==> src/rtl/scan_hold_chain.sv <==
`timescale 1ns/1ps
module scan_hold_chain #(
  parameter int N_CELLS = 8,
  parameter logic [2*N_CELLS-1:0] TP_KIND = 16'h8924,
  parameter logic [N_CELLS-1:0] CRIT_MASK = 8'h40
) (
  input  logic               clk,
  input  logic               rst_n,
  input  logic               scan_en,
  input  logic               tp_en,
  input  logic               scan_in,
  input  logic [N_CELLS-1:0] resp,
  output logic               scan_out,
  output logic [N_CELLS-1:0] stim
);
  localparam logic [1:0] KIND_PLAIN = 2'b00;
  localparam logic [1:0] KIND_LOW   = 2'b01;
  localparam logic [1:0] KIND_HIGH  = 2'b10;

  logic [N_CELLS-1:0] q;
  logic [N_CELLS-1:0] d;

  genvar i;
  generate
    for (i = 0; i < N_CELLS; i++) begin : g_cell
      localparam logic [1:0] KIND = TP_KIND[2*i +: 2];

      if (KIND == 2'b11) begin : g_bad_code
        $error("scan_hold_chain: cell %0d uses reserved type code", i);
      end
      if (CRIT_MASK[i] && KIND != KIND_PLAIN) begin : g_bad_crit
        $error("scan_hold_chain: critical cell %0d carries a test point", i);
      end

      if (i == 0) begin : g_head
        assign d[i] = scan_en ? scan_in : resp[i];
      end else begin : g_link
        assign d[i] = scan_en ? q[i-1] : resp[i];
      end

      always_ff @(posedge clk or negedge rst_n) begin
        if (!rst_n) q[i] <= 1'b0;
        else        q[i] <= d[i];
      end

      if (KIND == KIND_LOW) begin : g_low
        assign stim[i] = q[i] & ~tp_en;
      end else if (KIND == KIND_HIGH) begin : g_high
        assign stim[i] = q[i] | tp_en;
      end else begin : g_plain
        assign stim[i] = q[i];
      end
    end
  endgenerate

  assign scan_out = q[N_CELLS-1];
endmodule

==> config.mk <==
export PLATFORM = sky130hd
export DESIGN_NAME = scan_hold_chain
export DESIGN_NICKNAME = d
export VERILOG_FILES = /design/src/rtl/scan_hold_chain.sv
export SDC_FILE = /design/constraint.sdc
export NUM_CORES = 1
export LEC_CHECK = 0
export BUFFER_PORTS_ARGS = -buffer_cell sky130_fd_sc_hd__buf_2
export CORE_AREA = 2 2 39 41
export DETAILED_ROUTE_END_ITERATION = 8
export DIE_AREA = 0 0 41 43
export PLACE_DENSITY = 0.69
export SLEW_MARGIN = 20
export SYNTH_ARGS = -nofsm -noshare
export SYNTH_HDL_FRONTEND = slang
export SYNTH_SLANG_ARGS = --single-unit
==> constraint.sdc <==
create_clock -name clk -period 1.1 [get_ports clk]
set_clock_uncertainty 0.05 [all_clocks]
set_input_delay 0.275 -clock clk [delete_from_list [all_inputs] [get_ports clk]]
set_output_delay 0.275 -clock clk [all_outputs]
set_load 0.02 [all_outputs]
==> out/results.txt, run 1 <==
Status - complete, but fails checks
Failing checks - negative setup slack
RSZ-0062 raised after global routing - true
Slew @ Worst Pin - 258.1 ps
Routed Antenna Nets - 0
Critical Path, Cell by Cell - or2_4 > buf_6
Die Footprint - 0.001763 mm2
PnR worst setup slack - -228.6 ps
Core area - 0.001384 mm2
Initial Utilization - 27.85%
Sinks on the clock net - 8
Arr. time, crit path - 1000 ps
Synthesized cell area - 385.4 um2
Fin. Hold Viols - 0
HP Class - primary input to register
Share of cells above drive strength 1 - 84.48%
Vias - 312
1st-iter DRT viols - 1
Core Rows - 14
Via-to-Cell Ratio - 4.216
Pwr/cell area - 1245 mW/mm2
Routed length per instance - 13.07 um
Number of distinct library cells after synthesis - 6
Static Leak - 0.3595 nW
Total Power - 0.8396 mW
First-pass GRT wire length - 1380 um
GPL Wtd Cong - 0.6577
Final min period - 1329 ps
Max Fclk - 752.7 MHz
WP depth - 2
Syn_nets - 38
Final setup viols - 10
Max incr delay on CP - 380 ps
Synth Instances - 25
Area grow syn2layout - 75.00%
CP max-delay cell - dfrtp_1
Fin crit share - 120.8%
Register area - 200.2 um2
R2r setup slk - -40 ps
Final net count - 73
Reg-to-reg endpoint - stim[6]
Number of global-route vias before repair - 316
Max Cap Viol - 0
Global-route usage over all layers - 13.10%
Skew-Pair Late Insertion Delay - 260 ps
CTS clk-pin slew, worst paths - 50 ps
Slew HR - 82.79%
Level count of the clock H-tree - 1
Buffers and inverters on the worst path - 1
Antenna diode count - 0
Layout Cells excl Fill - 74
Register area share after synthesis - 51.95%
Post-Syn Area per Cell - 15.41 um2
Capture point of the worst path - stim[2]
Num ports - 22
CTS Buf Count - 3
Die width - 41 um
Inst Count DP - 61
Largest net degree at the start of global routing - 9
DRT Wirelength - 967 um
Worst vdd ir - 0.7307 mV
#FFs+latches synth - 8
Ys Warns - 0
CTS Buffer Depth - 2
Multi-input logic area - 173.9 um2
Worst Path Required - 770 ps
Crit Reg-Reg Startpoint - q[5]
Startpoint types - register
Initial antenna violation count - 0
TritonRoute pass-1 iters - 2
Fill cells - 133
GR Overflow Total - 0
R2R depth - 4
Final slew viol count - 0
Root Driver - clkbuf_4
Worst Setup Path Type - register to output pin
Setup crit start - q[2]
IO buf count - 21
Top delay family on crit path - flip-flops
Critical path endpoint category - output pin
CTS tree - built
Die height - 43 um
DRC errors left - 0
Worst-path maximum fanout - 2
## Yosys cell counts, drive strengths merged
cell   number  area, um2
dfrtp       8      200.2
mux2        8      120.1
buf         4      33.78
or2         3      18.77
nor2b       2      12.51
## cells by family after synthesis
kind of cell	synth area share (%)
flops	51.95
mux	31.17
simple gates	8.117
buf+inv	8.766
## per-stage QoR
stage | TNS, ps | utilization (%) | hold WS [ps] | area, um2 | setup slack (ps)
detailed placement | -176.2 | 36.26 | 77.25 | 501.7 | -56.64
finish | -990.8 | 48.73 | 190.8 | 674.4 | -228.6
CTS | -1002 | 45.93 | 182.9 | 635.6 | -230.3
global placement | -111.4 | 36.26 | 74.21 | 501.7 | -47.02
floorplan | 0 | - | -70.59 | 387.9 | 63.24
global route | -1320 | 48.73 | 174.8 | 674.4 | -268.0
## cells in the final DEF (no fill, tap or decap)
master | Yosys | layout
buf_4 | 3 | 13
dfrtp_1 | 8 | 8
dlygate4sd3_1 | 0 | 1
buf_2 | 0 | 12
clkbuf_4 | 0 | 3
or2_4 | 0 | 3
buf_6 | 1 | 8
mux2_4 | 8 | 8
nor2b_4 | 0 | 2
## worst min-delay path by stage
stage	from	end	slack [ps]	cells after the start
finish	resp[3]	stim[3]	190	2
global route	resp[3]	stim[3]	170	2
CTS	resp[3]	stim[3]	180	2
detailed placement	rst_n	stim[6]	80	1
global placement	rst_n	scan_out	70	1
floorplan	rst_n	q[1]	-70	0
## worst reg2reg max path: stages, from the launching register on
cell and delay [ps]:
dfrtp_1 370, buf_4 130, buf_4 120, buf_4 120
mux2_4 240
## per-layer routing
| metal | track usage [%] | vias up | routed length (um) |
|---|---|---|---|
| li1 | - | 145 | - |
| met4 | 6.000 | 0 | 13 |
| met3 | 10.47 | 3 | 137 |
| met5 | 0 | - | 0 |
| met1 | 12.67 | 140 | 345 |
| met2 | 19.38 | 24 | 470 |
## registers in the layout, indices dropped and copies added (netlist names)
signal / flops
q: 4
stim: 3
scan_out: 1
## power by group
group / internal [mW] / switching (mW) / leakage [nW] / total [mW]
logic: 0.173 / 0.0964 / 0.252 / 0.270
clock network: 0.125 / 0.104 / 0.0138 / 0.229
registers: 0.323 / 0.0178 / 0.0933 / 0.341
total: 0.622 / 0.218 / 0.359 / 0.840
## area by class of cell
type | instances | share of cell area (%)
Timing Repair Buffer | 34 | 38.22
Clock buffer | 3 | 3.340
Tap cell | 16 | 2.968
Multi-Input combinational cell | 13 | 25.79
Sequential cell | 8 | 29.68
## what timing repair did
item | CTS | global route
setup buffers | 6 | 3
gates resized for setup | 18 | 5
endpoints found under the hold margin | 8 | 0
setup endpoints to repair | 9 | 9
hold buffers | 1 | 0
No activity file was read; power rests on OpenSTA's default activity.
==> run 2: changes to the inputs <==
--- a/config.mk
+++ b/config.mk
@@ -6,9 +6,9 @@
 export NUM_CORES = 1
 export LEC_CHECK = 0
 export BUFFER_PORTS_ARGS = -buffer_cell sky130_fd_sc_hd__buf_2
-export CORE_AREA = 2 2 39 41
+export CORE_AREA = 3 3 40 42
 export DETAILED_ROUTE_END_ITERATION = 8
-export DIE_AREA = 0 0 41 43
+export DIE_AREA = 0 0 43 45
 export PLACE_DENSITY = 0.69
 export SLEW_MARGIN = 20
 export SYNTH_ARGS = -nofsm -noshare
==> out/results.txt, run 2 (synthesis results as in run 1) <==
Die width - 43 um (+4.9%)
1st-iter DRT viols - 0 (-1)
Core Rows - 13 (-1)
Final min period - 1312 ps (-16.91 ps)
Fin. Hold Viols - 0 (unchanged)
Final core occ - 49.56% (+0.83 points)
TritonRoute pass-1 iters - 1 (-1)
Total Power - 0.8096 mW (-3.6%)
Final setup viols - 7 (-3)
Initial Utilization - 29.99% (+2.1 points)
Root Driver - clkbuf_4
Die Footprint - 0.001935 mm2 (+9.8%)
Critical Path, Cell by Cell - or2_4 > buf_6
Met2 usage - 16.77% (-2.6 points)
Antenna diode count - 0 (unchanged)
Via-to-Cell Ratio - 4.214 (about the same)
Met3 usage - 4.781% (-5.7 points)
Slew @ Worst Pin - 246.6 ps (-11.53 ps)
Pwr/cell area - 1271 mW/mm2 (+2.1%)
Final instance area - 636.9 um2 (-5.6%)
CTS clk-pin slew, worst paths - 50 ps (about the same)
Initial antenna violation count - 0 (unchanged)
First-pass GRT wire length - 1393 um (+0.94%)
Share of cells above drive strength 1 - 81.82% (-2.7 points)
Vias - 295 (-5.4%)
DRC errors left - 0 (unchanged)
Grt peak-use layer - met2
Skew-Pair Late Insertion Delay - 250 ps (about the same)
Largest net degree at the start of global routing - 9 (unchanged)
Pre-CTS setup slack - -73.89 ps (-17.24 ps)
Die height - 45 um (+4.7%)
Final net count - 70 (-4.1%)
Static Leak - 0.3382 nW (-5.9%)
Failing checks - negative setup slack
Startpoint types - register
Most frequent cells in the layout - buf_2, buf_4, mux2_4, dfrtp_1, buf_6
Max Cap Viol - 0 (unchanged)
Max incr delay on CP - 380 ps (about the same)
IO buf count - 21 (unchanged)
PnR worst setup slack - -211.7 ps (+16.91 ps)
Max reg flops - 4 (unchanged)
Num ports - 22 (unchanged)
DRT Wirelength - 811 um (-16%)
Met1 GRT Util - 10.72% (-1.9 points)
CTS Buffer Depth - 2 (unchanged)
Max Fclk - 762.4 MHz (+1.3%)
Worst-path maximum fanout - 2 (unchanged)
CTS Buf Count - 3 (unchanged)
Biggest register - q
CTS tree - built
Number of global-route vias before repair - 332 (+5.1%)
Top delay family on crit path - flip-flops
Fin crit share - 119.2% (-1.5 points)
Worst vdd ir - 0.5298 mV (-28%)
Level count of the clock H-tree - 1 (unchanged)
Arr. time, crit path - 990 ps (about the same)
Core area - 0.001285 mm2 (-7.1%)
Final slew viol count - 0 (unchanged)
Fill cells - 124 (-6.8%)
Sinks on the clock net - 8 (unchanged)
Critical path endpoint category - output pin
GPL Wtd Cong - 0.6355 (-3.4%)
Status - complete, but fails checks
Placed Area - 485.5 um2 (-3.2%)
Commonest non-fill, non-tap cell in the layout - buf_2
Setup TNS Final - -927.7 ps (+63.14 ps)
Routed Antenna Nets - 0 (unchanged)
Routed length per instance - 11.59 um (-11%)
RSZ-0062 raised after global routing - true
HP Class - primary input to register
CP max-delay cell - dfrtp_1
Buffers and inverters on the worst path - 1 (unchanged)
Global-route usage over all layers - 10.61% (-2.5 points)
Slew HR - 83.56% (+0.77 points)
Area grow syn2layout - 65.26%
Worst Setup Path Type - register to output pin
GR Overflow Total - 0 (unchanged)
DP Wirelength - 560.4 um
Worst Path Required - 770 ps (about the same)
==> run 2: changes by cell type in the layout (fill, tap and decap cells not counted) <==
cell,delta
buf_6,-1
nor2b_1,+1
nor2b_4,-1
buf_4,-3
buf_2,+1
==> run 2: final timing paths <==
path | start | endpoint | slack [ps] | cells after the start
worst max-delay path | q[5] | stim[5] | -210 | 2
worst min-delay path | resp[1] | q[1] | 200 | 2
worst max register to register | q[5] | stim[6] | -60 | 4
worst min register to register | stim[0] | q[1] | 480 | 1
max in group asynchronous | rst_n | stim[0] | 500 | 2
min in group asynchronous | rst_n | stim[3] | 340 | 2
==> run 2: area by class of cell <==
class,instances,area [um2],share of cell area (%)
Timing Repair Buffer,31,229.0,35.95
Sequential cell,8,200.2,31.43
Clock buffer,3,22.52,3.536
Tap cell,15,18.77,2.947
Multi-Input combinational cell,13,166.4,26.13
==> run 2: power by group <==
| part | switching, mW | internal [mW] |
|---|---|---|
| registers | 0.0159 | 0.323 |
| logic | 0.0898 | 0.157 |
| clock network | 0.0992 | 0.125 |
==> run 2: repair_timing <==
action | CTS | global route
hold buffers | 1 | 0
hold endpoints to repair | 8 | 0
endpoints found under the setup margin | 9 | 9
setup buffers | 5 | 3
gates resized for setup | 18 | 0
==> run 2: per-stage QoR <==
stage | hold slack (ps) | std cells
finish | 196.8 | 70
global route | 189.9 | 70
CTS | 188.0 | 67
detailed placement | 77.31 | 58
global placement | 71.53 | 58
floorplan | -70.59 | 25
==> run 2: layer usage <==
metal	vias to the layer above	share of wire, %
met4	0	1.1
met2	17	55
met5	-	0
met3	2	9.2
met1	136	35
li1	140	-
==> run 3: changes to the inputs <==
==> constraint.sdc (replaced) <==
create_clock -name clk -period 1.1 [get_ports clk]
set_clock_uncertainty 0.05 [all_clocks]
set_input_delay 0.275 -clock clk [delete_from_list [all_inputs] [get_ports clk]]
set_output_delay 0.275 -clock clk [all_outputs]
set_load 0.005 [all_outputs]
==> out/results.txt, run 3 (synthesis results as in run 1) <==
Fin crit share - 116.9% (-2.3 points)
GPL Wtd Cong - 0.5959 (-6.2%)
Total Power - 0.7343 mW (-9.3%)
Die Footprint - 0.001935 mm2 (unchanged)
Final slew viol count - 0 (unchanged)
DRC errors left - 0 (unchanged)
Core Rows - 13 (unchanged)
Final net count - 68 (-2.9%)
Crit Reg-Reg Startpoint - q[5]
CP max-delay cell - dfrtp_1
Vias - 280 (-5.1%)
Worst-path maximum fanout - 2 (unchanged)
Static Leak - 0.3154 nW (-6.7%)
Max Cap Viol - 0 (unchanged)
Clock power frac - 29.5% (+1.8 points)
Area grow syn2layout - 52.27%
Routed length per instance - 11.38 um (-1.8%)
Fin. Hold Viols - 0 (unchanged)
Die width - 43 um (unchanged)
First-pass GRT wire length - 1186 um (-15%)
Worst Path Required - 770 ps (about the same)
NetSw - 0.1595 mW (-22%)
Max reg flops - 4 (unchanged)
Final min period - 1286 ps (-25.63 ps)
Met1 GRT Util - 9.227% (-1.5 points)
R2R depth - 3 (-1)
Startpoint types - register
Max incr delay on CP - 380 ps (about the same)
Arr. time, crit path - 960 ps (-30 ps)
Final instance area - 586.8 um2 (-7.9%)
Placed Area - 475.5 um2 (-2.1%)
1st-iter DRT viols - 0 (unchanged)
Worst vdd ir - 0.4770 mV (-10%)
Met3 usage - 2.789% (-2.0 points)
Die height - 45 um (unchanged)
Met2 usage - 14.37% (-2.4 points)
Setup crit start - q[2]
Critical path endpoint category - output pin
Slew @ Worst Pin - 265.0 ps (+18.44 ps)
Grt peak-use layer - met2
Sinks on the clock net - 8 (unchanged)
Core area - 0.001285 mm2 (unchanged)
Final core occ - 45.67% (-3.9 points)
Pwr/cell area - 1251 mW/mm2 (-1.6%)
R2r setup slk - 70 ps (+130 ps)
CTS Buffer Depth - 2 (unchanged)
Sw Ratio - 21.72% (-3.6 points)
Most frequent cells in the layout - buf_2, mux2_4, dfrtp_1, buf_4
Largest net degree at the start of global routing - 9 (unchanged)
Level count of the clock H-tree - 1 (unchanged)
Critical Path, Cell by Cell - or2_4 > buf_6
Reg-to-reg endpoint - stim[6]
Root Driver - clkbuf_4
Number of global-route vias before repair - 310 (-6.6%)
Status - complete, but fails checks
Share of cells above drive strength 1 - 79.25% (-2.6 points)
Routed Antenna Nets - 0 (unchanged)
Via-to-Cell Ratio - 4.118 (-2.3%)
Sequential power share - 45.7% (+3.9 points)
Num ports - 22 (unchanged)
Biggest register - q
Initial antenna violation count - 0 (unchanged)
IO buf count - 21 (unchanged)
CTS clk-pin slew, worst paths - 50 ps (about the same)
Antenna diode count - 0 (unchanged)
Max Fclk - 777.6 MHz (+2.0%)
TritonRoute pass-1 iters - 1 (unchanged)
Failing checks - negative setup slack
Final setup viols - 5 (-2)
Internal Pwr Total - 0.5748 mW (-5.0%)
CTS Buf Count - 3 (unchanged)
Global-route usage over all layers - 8.509% (-2.1 points)
Combinational group share of total power - 24.7% (-5.8 points)
Pre-CTS setup slack - -43.85 ps (+30.04 ps)
Initial Utilization - 29.99% (unchanged)
HP Class - primary input to register
Capture point of the worst path - stim[2]
Fill cells - 125 (+0.81%)
Skew-Pair Late Insertion Delay - 250 ps (about the same)
RSZ-0062 raised after global routing - true
GR Overflow Total - 0 (unchanged)
DRT Wirelength - 774 um (-4.6%)
CTS tree - built
Worst Setup Path Type - register to output pin
Commonest non-fill, non-tap cell in the layout - buf_2
Slew HR - 82.33% (-1.2 points)
PnR worst setup slack - -186.1 ps (+25.63 ps)
[run 3: critical path: cells and delay by family, from the launching register on]
family / cells / cell delay [ps]
buf+inv: 1 / 110
flops: 1 / 380
simple gates: 1 / 230
[run 3: through the flow]
stage               cells  TNS, ps  hold WS, ps
floorplan              25        0       -70.59
global placement       57   -94.53        70.84
detailed placement     57   -115.2        75.07
CTS                    65   -775.0        195.2
global route           68   -919.4        198.6
finish                 68   -726.1        203.7
[run 3: power by group through the flow]
stage	Sequential (mW)	Clock [mW]	Combinational [mW]
finish	0.336	0.217	0.182
global route	0.339	0.244	0.195
CTS	0.335	0.233	0.168
detailed placement	0.341	0	0.127
floorplan	0.338	0	0.0851
global placement	0.341	0	0.123
[run 3: how the worst min path moves through the flow]
| stage | from | endpoint | slack [ps] | cells after the start |
|---|---|---|---|---|
| 6_report | resp[3] | stim[3] | 200 | 2 |
| 5_1_grt | resp[0] | stim[0] | 200 | 2 |
| 4_1_cts | resp[3] | stim[3] | 200 | 2 |
| 3_5_place_dp | rst_n | q[4] | 80 | 1 |
| 3_3_place_gp | rst_n | q[4] | 70 | 1 |
| 2_1_floorplan | rst_n | q[1] | -70 | 0 |
[run 3: final cells by class]
class / count / area [um2] / area share, %
flip-flops and latches: 8 / 200.2 / 34.12
clock buffers: 3 / 22.52 / 3.838
well taps: 15 / 18.77 / 3.198
multi-input cells: 13 / 158.9 / 27.08
repair buffers: 29 / 186.4 / 31.77
[run 3: repair_timing]
item / in CTS / in global routing
hold endpoints to repair: 8 / 0
setup endpoints to repair: 5 / 6
buffers inserted: 4 / 3
pin swaps: 0 / 0
hold buffers: 1 / 0
gates resized for setup: 6 / 0
[run 3: metal layers]
| layer | up-vias | share of wire (%) |
|---|---|---|
| met3 | 0 | 7.6 |
| met5 | - | 0 |
| met1 | 128 | 37 |
| li1 | 136 | - |
| met2 | 16 | 55 |
| met4 | 0 | 0 |
